**config.mk**
```make
export PLATFORM = sky130hd
export DESIGN_NAME = bcd_gate_gen
export DESIGN_NICKNAME = d
export VERILOG_FILES = /design/src/rtl/bcd_gate_pkg.sv /design/src/rtl/start_edge_det.sv /design/src/rtl/bcd_cascade.sv /design/src/rtl/gate_ctrl.sv /design/src/rtl/bcd_gate_gen.sv
export SDC_FILE = /design/constraint.sdc
export NUM_CORES = 1
export LEC_CHECK = 0
export ABC_AREA = 1
export BUFFER_PORTS_ARGS = -buffer_cell sky130_fd_sc_hd__buf_2
export CAP_MARGIN = 20
export CORE_ASPECT_RATIO = 0.75
export CORE_MARGIN = 2
export CORE_UTILIZATION = 28
export CTS_CLUSTER_DIAMETER = 200
export CTS_CLUSTER_SIZE = 30
export DETAILED_ROUTE_END_ITERATION = 10
export PLACE_DENSITY = 0.47
export SETUP_SLACK_MARGIN = 0.1
export SLEW_MARGIN = 20
export SYNTH_ARGS = -nofsm -noshare
export SYNTH_HDL_FRONTEND = slang
export SYNTH_SLANG_ARGS = --single-unit
```
**constraint.sdc**
```tcl
create_clock -name clk -period 2.6 [get_ports clk]
set_clock_uncertainty 0.2 [all_clocks]
set_input_delay 0.52 -clock clk [delete_from_list [all_inputs] [get_ports clk]]
set_output_delay 0.52 -clock clk [all_outputs]
set_load 0.01 [all_outputs]
```
**src/rtl/bcd_gate_pkg.sv**
```systemverilog
// Package: shared constants and the control state type for the BCD gate generator.
// Assumes one BCD digit is four bits wide.
package bcd_gate_pkg;
    localparam int DIGIT_W = 4;
    localparam logic [DIGIT_W-1:0] DIGIT_MAX = 4'd9;

    typedef enum logic [1:0] {
        ST_IDLE = 2'd0,
        ST_GATE = 2'd1,
        ST_TAIL = 2'd2
    } gate_state_e;
endpackage

```
**src/rtl/start_edge_det.sv**
```systemverilog
// Module: start_edge_det
// Brings an asynchronous start request into the clock domain through a
// flop chain and flags its rising edge for one cycle.
// Assumes STAGES >= 2 and that the request stays high for at least one clock.
module start_edge_det #(
    parameter int STAGES = 2
) (
    input  logic clk,
    input  logic rst_n,
    input  logic async_i,
    output logic rise_o
);
    logic [STAGES-1:0] sync_q;
    logic              prev_q;

    // Shift the request through the synchroniser and keep the last settled value.
    always_ff @(posedge clk) begin
        if (!rst_n) begin
            sync_q <= '0;
            prev_q <= 1'b0;
        end else begin
            sync_q <= {sync_q[STAGES-2:0], async_i};
            prev_q <= sync_q[STAGES-1];
        end
    end

    // A rising edge is a settled high that was low one cycle earlier.
    assign rise_o = sync_q[STAGES-1] & ~prev_q;
endmodule

```
**src/rtl/bcd_cascade.sv**
```systemverilog
// Module: bcd_cascade
// Decimal up-counter made of DIGITS four-bit BCD digits in a ripple-carry
// cascade. A clear request overrides counting. The next value is exported
// so that a compare can act in the same cycle.
// Assumes the counter is cleared before use, so the digits stay in 0..9.
module bcd_cascade
    import bcd_gate_pkg::*;
#(
    parameter int DIGITS = 8
) (
    input  logic                      clk,
    input  logic                      rst_n,
    input  logic                      clr_i,
    input  logic                      en_i,
    output logic [DIGITS*DIGIT_W-1:0] cnt_o,
    output logic [DIGITS*DIGIT_W-1:0] cnt_nxt_o
);
    localparam int CNT_W = DIGITS * DIGIT_W;

    logic [CNT_W-1:0]  cnt_q;
    logic [DIGITS-1:0] carry;

    assign carry[0] = en_i;

    for (genvar g = 0; g < DIGITS; g++) begin : g_digit
        logic [DIGIT_W-1:0] cur;
        assign cur = cnt_q[g*DIGIT_W +: DIGIT_W];
        // Wrap 9 to 0 when this digit is told to advance.
        assign cnt_nxt_o[g*DIGIT_W +: DIGIT_W] =
            carry[g] ? ((cur == DIGIT_MAX) ? '0 : cur + 1'b1) : cur;
        if (g < DIGITS - 1) begin : g_carry
            // Pass the carry on only when this digit is rolling over.
            assign carry[g+1] = carry[g] & (cur == DIGIT_MAX);
        end
    end

    // Hold the count, clearing it on reset or on request.
    always_ff @(posedge clk) begin
        if (!rst_n || clr_i) begin
            cnt_q <= '0;
        end else begin
            cnt_q <= cnt_nxt_o;
        end
    end

    assign cnt_o = cnt_q;
endmodule

```
**src/rtl/gate_ctrl.sv**
```systemverilog
// Module: gate_ctrl
// Control state machine of the gate generator. Starts are accepted only when
// idle. The length is captured at the start. The gate closes when the next
// count equals the length, and a one-cycle tail carries the end marker.
// Assumes the captured length holds valid BCD digits.
module gate_ctrl
    import bcd_gate_pkg::*;
#(
    parameter int DIGITS = 8
) (
    input  logic                      clk,
    input  logic                      rst_n,
    input  logic                      start_rise_i,
    input  logic [DIGITS*DIGIT_W-1:0] width_i,
    input  logic [DIGITS*DIGIT_W-1:0] cnt_nxt_i,
    output logic                      gate_o,
    output logic                      begin_mark_o,
    output logic                      end_mark_o,
    output logic                      busy_o,
    output logic                      cnt_en_o,
    output logic                      cnt_clr_o
);
    localparam int CNT_W = DIGITS * DIGIT_W;

    gate_state_e      state_q;
    logic [CNT_W-1:0] width_q;
    logic             gate_q;
    logic             bm_q;
    logic             em_q;
    logic             last_cycle;

    // The gate ends on this cycle if the count about to be reached is the length.
    // A zero length also ends it here, so the gate always lasts one cycle.
    assign last_cycle = (width_q == '0) || (cnt_nxt_i == width_q);

    // Step the state machine and register all outputs.
    always_ff @(posedge clk) begin
        if (!rst_n) begin
            state_q <= ST_IDLE;
            width_q <= '0;
            gate_q  <= 1'b0;
            bm_q    <= 1'b0;
            em_q    <= 1'b0;
        end else begin
            bm_q <= 1'b0;
            em_q <= 1'b0;
            unique case (state_q)
                ST_IDLE: begin
                    if (start_rise_i) begin
                        state_q <= ST_GATE;
                        width_q <= width_i;
                        gate_q  <= 1'b1;
                        bm_q    <= 1'b1;
                    end
                end
                ST_GATE: begin
                    if (last_cycle) begin
                        state_q <= ST_TAIL;
                        gate_q  <= 1'b0;
                        em_q    <= 1'b1;
                    end
                end
                ST_TAIL: begin
                    state_q <= ST_IDLE;
                end
                default: begin
                    state_q <= ST_IDLE;
                    gate_q  <= 1'b0;
                end
            endcase
        end
    end

    assign gate_o       = gate_q;
    assign begin_mark_o = bm_q;
    assign end_mark_o   = em_q;
    assign busy_o       = (state_q != ST_IDLE);
    assign cnt_en_o     = (state_q == ST_GATE);
    assign cnt_clr_o    = (state_q != ST_GATE);
endmodule

```
**src/rtl/bcd_gate_gen.sv**
```systemverilog
// Module: bcd_gate_gen (top)
// One channel of a BCD-programmed gate generator. Ties together the start
// synchroniser, the decimal counter and the control state machine.
// Assumes clk is the 100 ns tick and width_i holds valid BCD digits.
module bcd_gate_gen
    import bcd_gate_pkg::*;
#(
    parameter int DIGITS      = 8,
    parameter int SYNC_STAGES = 2
) (
    input  logic                      clk,
    input  logic                      rst_n,
    input  logic                      start_i,
    input  logic [DIGITS*DIGIT_W-1:0] width_i,
    output logic                      gate_o,
    output logic                      begin_mark_o,
    output logic                      end_mark_o,
    output logic                      busy_o
);
    localparam int CNT_W = DIGITS * DIGIT_W;

    logic             start_rise;
    logic             cnt_en;
    logic             cnt_clr;
    logic [CNT_W-1:0] cnt_q;
    logic [CNT_W-1:0] cnt_nxt;

    start_edge_det #(.STAGES(SYNC_STAGES)) u_sync (
        .clk     (clk),
        .rst_n   (rst_n),
        .async_i (start_i),
        .rise_o  (start_rise)
    );

    bcd_cascade #(.DIGITS(DIGITS)) u_cnt (
        .clk       (clk),
        .rst_n     (rst_n),
        .clr_i     (cnt_clr),
        .en_i      (cnt_en),
        .cnt_o     (cnt_q),
        .cnt_nxt_o (cnt_nxt)
    );

    gate_ctrl #(.DIGITS(DIGITS)) u_ctrl (
        .clk          (clk),
        .rst_n        (rst_n),
        .start_rise_i (start_rise),
        .width_i      (width_i),
        .cnt_nxt_i    (cnt_nxt),
        .gate_o       (gate_o),
        .begin_mark_o (begin_mark_o),
        .end_mark_o   (end_mark_o),
        .busy_o       (busy_o),
        .cnt_en_o     (cnt_en),
        .cnt_clr_o    (cnt_clr)
    );
endmodule

```
==> impl_metrics.py <==
metrics = {
    "timing": {
        "slew_violations": 0,
        "slew_headroom": 0.629,
        "worstMarginPinSlew_ns": 0.555,
        "hold_viol": 0,
        "fin_crit_ns": 2.44,
        "setup_viol": 0,
        "holdWs_ns": 0.177,
        "fmax_mhz": 410,
        "rsz0062_at_grt": "true",
        "finalCritPeriodShare": 0.939,
    },
    "clock_tree": {
        "clk_path_buf_depth": 2,
        "cts_root_buf": "clkbuf_16",
        "clk_pin_slew_ns": 0.06,
        "ctsHoldBuffers": 0,
        "clk_latency_ns": 0.33,
        "clock_sinks": 72,
        "cts_buffers": 9,
        "htreeDepth": 3,
        "cts_tree": "yes",
    },
    "setup_path": {
        "reg2reg_from": "u_cnt.cnt_o[0]",
        "endpoint_kind": "flip-flop",
        "cpPeakStageDelay_ns": 0.38,
        "cp.required_ns": 2.62,
        "startpoint": "u_cnt.cnt_o[0]",
        "critical_path_class": "reg2reg",
        "crit_chain": "inv_4, nor2_4, nand2_4, nor2_8, nand4_4, nor2_4, clkbuf_16, nand2_1, nand3b_1, nand3_1, nor2_1, nand2_1, nor2_2, nand3_2, nand3_2, a21oi_2",
        "crit_fanout": 6,
        "critPathSlowestCell": "dfxtp_4",
        "cp-start-kind": "flip-flop",
        "crit_arrival_ns": 2.46,
        "crit_buf_inv": 2,
        "path_delay_family": "simple AND/OR/NAND/NOR gates",
    },
    "global_routing": {
        "grt_pass1_wl_um": 18500,
        "antenna_found_initial": 0,
        "grt_max_degree": 38,
        "first_global_vias": 3674,
        "grt_overflow_total": 0,
        "globalRouteTotalUtil": 0.158,
    },
    "finish": {
        "finalNonFillerCells": 858,
        "final_core_util": 0.376,
        "design_area_um2": 5120,
        "fin_nets": 713,
        "nFillCells": 1454,
        "diodes": 0,
        "layout-drive-gt1-share": 0.223,
        "syn2layout_area_growth_pct": 32.6,
    },
    "min_path": {
        "min-delay-start": "start_i",
        "hp-class": "in2reg",
    },
    "route": {
        "drt_iter0_markers": 285,
        "wire_per_inst_um": 13.5,
        "drc": 0,
        "viasPerCell": 4.67,
        "firstDrtPassIters": 4,
        "routed_wl_um": 11600,
        "final_antenna_net_count": 0,
        "vias": 4011,
    },
    "floorplanning": {
        "dieArea_um2": 14800,
        "dieWidth_um": 140,
        "fp-row-count": 37,
        "core_area_um2": 13600,
        "start_util": 0.284,
        "io_pins": 39,
        "die_h_um": 106,
    },
    "synth": {
        "avgSynthCellArea_um2": 6.46,
        "netlist.area_leader.share": 0.373,
        "yosys_register_bits": 72,
        "yosysWarnings": 0,
        "syn_inst": 598,
        "syn_area_um2": 3860,
        "yosysTopAreaCell": "dfxtp_1",
        "synth.distinct_cells": 29,
        "seq_area_frac_synth": 0.373,
        "syn_nets": 633,
        "yosys-top-cells-area": "dfxtp_1 37%, nand2_1 16%, inv_1 7.1%",
    },
    "placement": {
        "placed_cells": 828,
        "place_area_um2": 4460,
        "routabilityCongestion": 0.840,
        "portBuffers": 38,
        "dp_hpwl_um": 8500,
    },
    "flow_run": {
        "drv_cap": 0,
    },
    "pwr": {
        "ir_worst_vdd_uv": 347,
        "power_leakage_nw": 2.26,
        "power.density_nw_per_um2": 570,
    },
    "outcome": {
        "outcome": "finished, final reports clean",
    },
}
[where the power goes]
part | internal [mW] | switching [mW] | total [mW]
Sequential | 1.14 | 0.0302 | 1.17
Clock | 1.02 | 0.494 | 1.51
Combinational | 0.0975 | 0.143 | 0.241
Total | 2.25 | 0.668 | 2.92
[synthesized netlist by cell type]
master    number
nor3_1         1
nor3_2         2
clkbuf_1      13
a21oi_1       47
o21ai_0       42
nor2_1        66
nand4_4        1
nand2_1      163
xor2_1         2
nor2_8         1
o21ai_1        2
dfxtp_1       72
nand3_2        2
buf_6          1
inv_2          2
buf_1          1
nand4_2        3
inv_1         73
nand3b_1       9
nor2_2         5
and3b_1        1
nor4_1         8
o211ai_1       2
or2_2          2
buf_4          1
nand4_1       15
nor2_4         4
nand3_1       54
nand2_2        3
[cells by family after synthesis]
family | Yosys count | synth area share
simple gates | 340 | 0.409
compound gates | 93 | 0.122
buf+inv | 91 | 0.0913
flops | 72 | 0.373
xor+xnor | 2 | 0.00453
[per-layer routing]
metal  share of wire  GRT usage
met1            0.55      0.237
met2            0.40      0.226
met3           0.036     0.0341
met4          0.0067     0.0407
met5               0          0
[worst register-to-register path, cell delays in order (launching register included)]
cell and delay (ns):
dfxtp_4 0.38, inv_4 0.04, nor2_4 0.13, nand2_4 0.08, nor2_8 0.16, nand4_4 0.15
nor2_4 0.18, clkbuf_16 0.17, nand2_1 0.06, nand3b_1 0.09, nand3_1 0.09, nor2_1 0.12
nand2_1 0.07, nor2_2 0.13, nand3_2 0.12, nand3_2 0.10, a21oi_2 0.05
[worst paths after layout]
| path | slack [ns] | endpoint | cells past startpoint |
|---|---|---|---|
| min reg2reg | 0.22 | u_sync.prev_q | 2 |
| max reg2reg | 0.16 | u_ctrl.gate_o | 16 |
| max | 0.16 | u_ctrl.gate_o | 16 |
| min | 0.18 | u_sync.sync_q[0] | 3 |
[state kept, by name (all words and copies together) (netlist names)]
name	flops
u_cnt.cnt_o	32
u_ctrl.width_q	32
u_ctrl.state_q	2
u_sync.sync_q	2
u_ctrl.begin_mark_o	1
u_ctrl.end_mark_o	1
u_ctrl.gate_o	1
u_sync.prev_q	1
[through the flow]
| stage | total power [mW] | setup WS [ns] | TNS, ns |
|---|---|---|---|
| after floorplan | 1.32 | 0.354 | 0 |
| after global placement | 1.42 | 0.0695 | 0 |
| after detailed placement | 1.42 | -0.00868 | -0.0120 |
| after CTS | 2.95 | 0.131 | 0 |
| after global routing | 3.04 | -0.00655 | -0.00655 |
| final | 2.92 | 0.159 | 0 |
[layout make-up]
class,instances,area [um^2],area share
Sequential cell,72,1450,0.283
Tap cell,175,219,0.0427
Inverter,75,284,0.0554
Multi-Input combinational cell,435,2200,0.429
Timing Repair Buffer,85,606,0.118
Clock buffer,12,267,0.0520
Clock inverter,4,98.8,0.0193
[what timing repair did]
item	CTS	global route
gates cloned	0	1
buffers inserted	1	12
gates resized for setup	3	38
pin swaps	1	14
endpoints found under the setup margin	4	4
[layout by cell type (no fill, tap or decap), types with 5 or more instances in the layout]
cell | netlist | final
nand2_2 | 3 | 8
nand3b_1 | 9 | 9
o21ai_0 | 42 | 41
dfxtp_1 | 72 | 68
nor4_1 | 8 | 8
inv_2 | 2 | 5
nand4_1 | 15 | 15
buf_4 | 1 | 41
nand3_2 | 2 | 6
nor2_4 | 4 | 9
clkbuf_16 | 0 | 10
buf_2 | 0 | 38
nor2_1 | 66 | 61
nand2_1 | 163 | 157
nor2_2 | 5 | 5
a21oi_1 | 47 | 46
nand3_1 | 54 | 48
inv_1 | 73 | 69
Power figures use the tool's default switching activity.
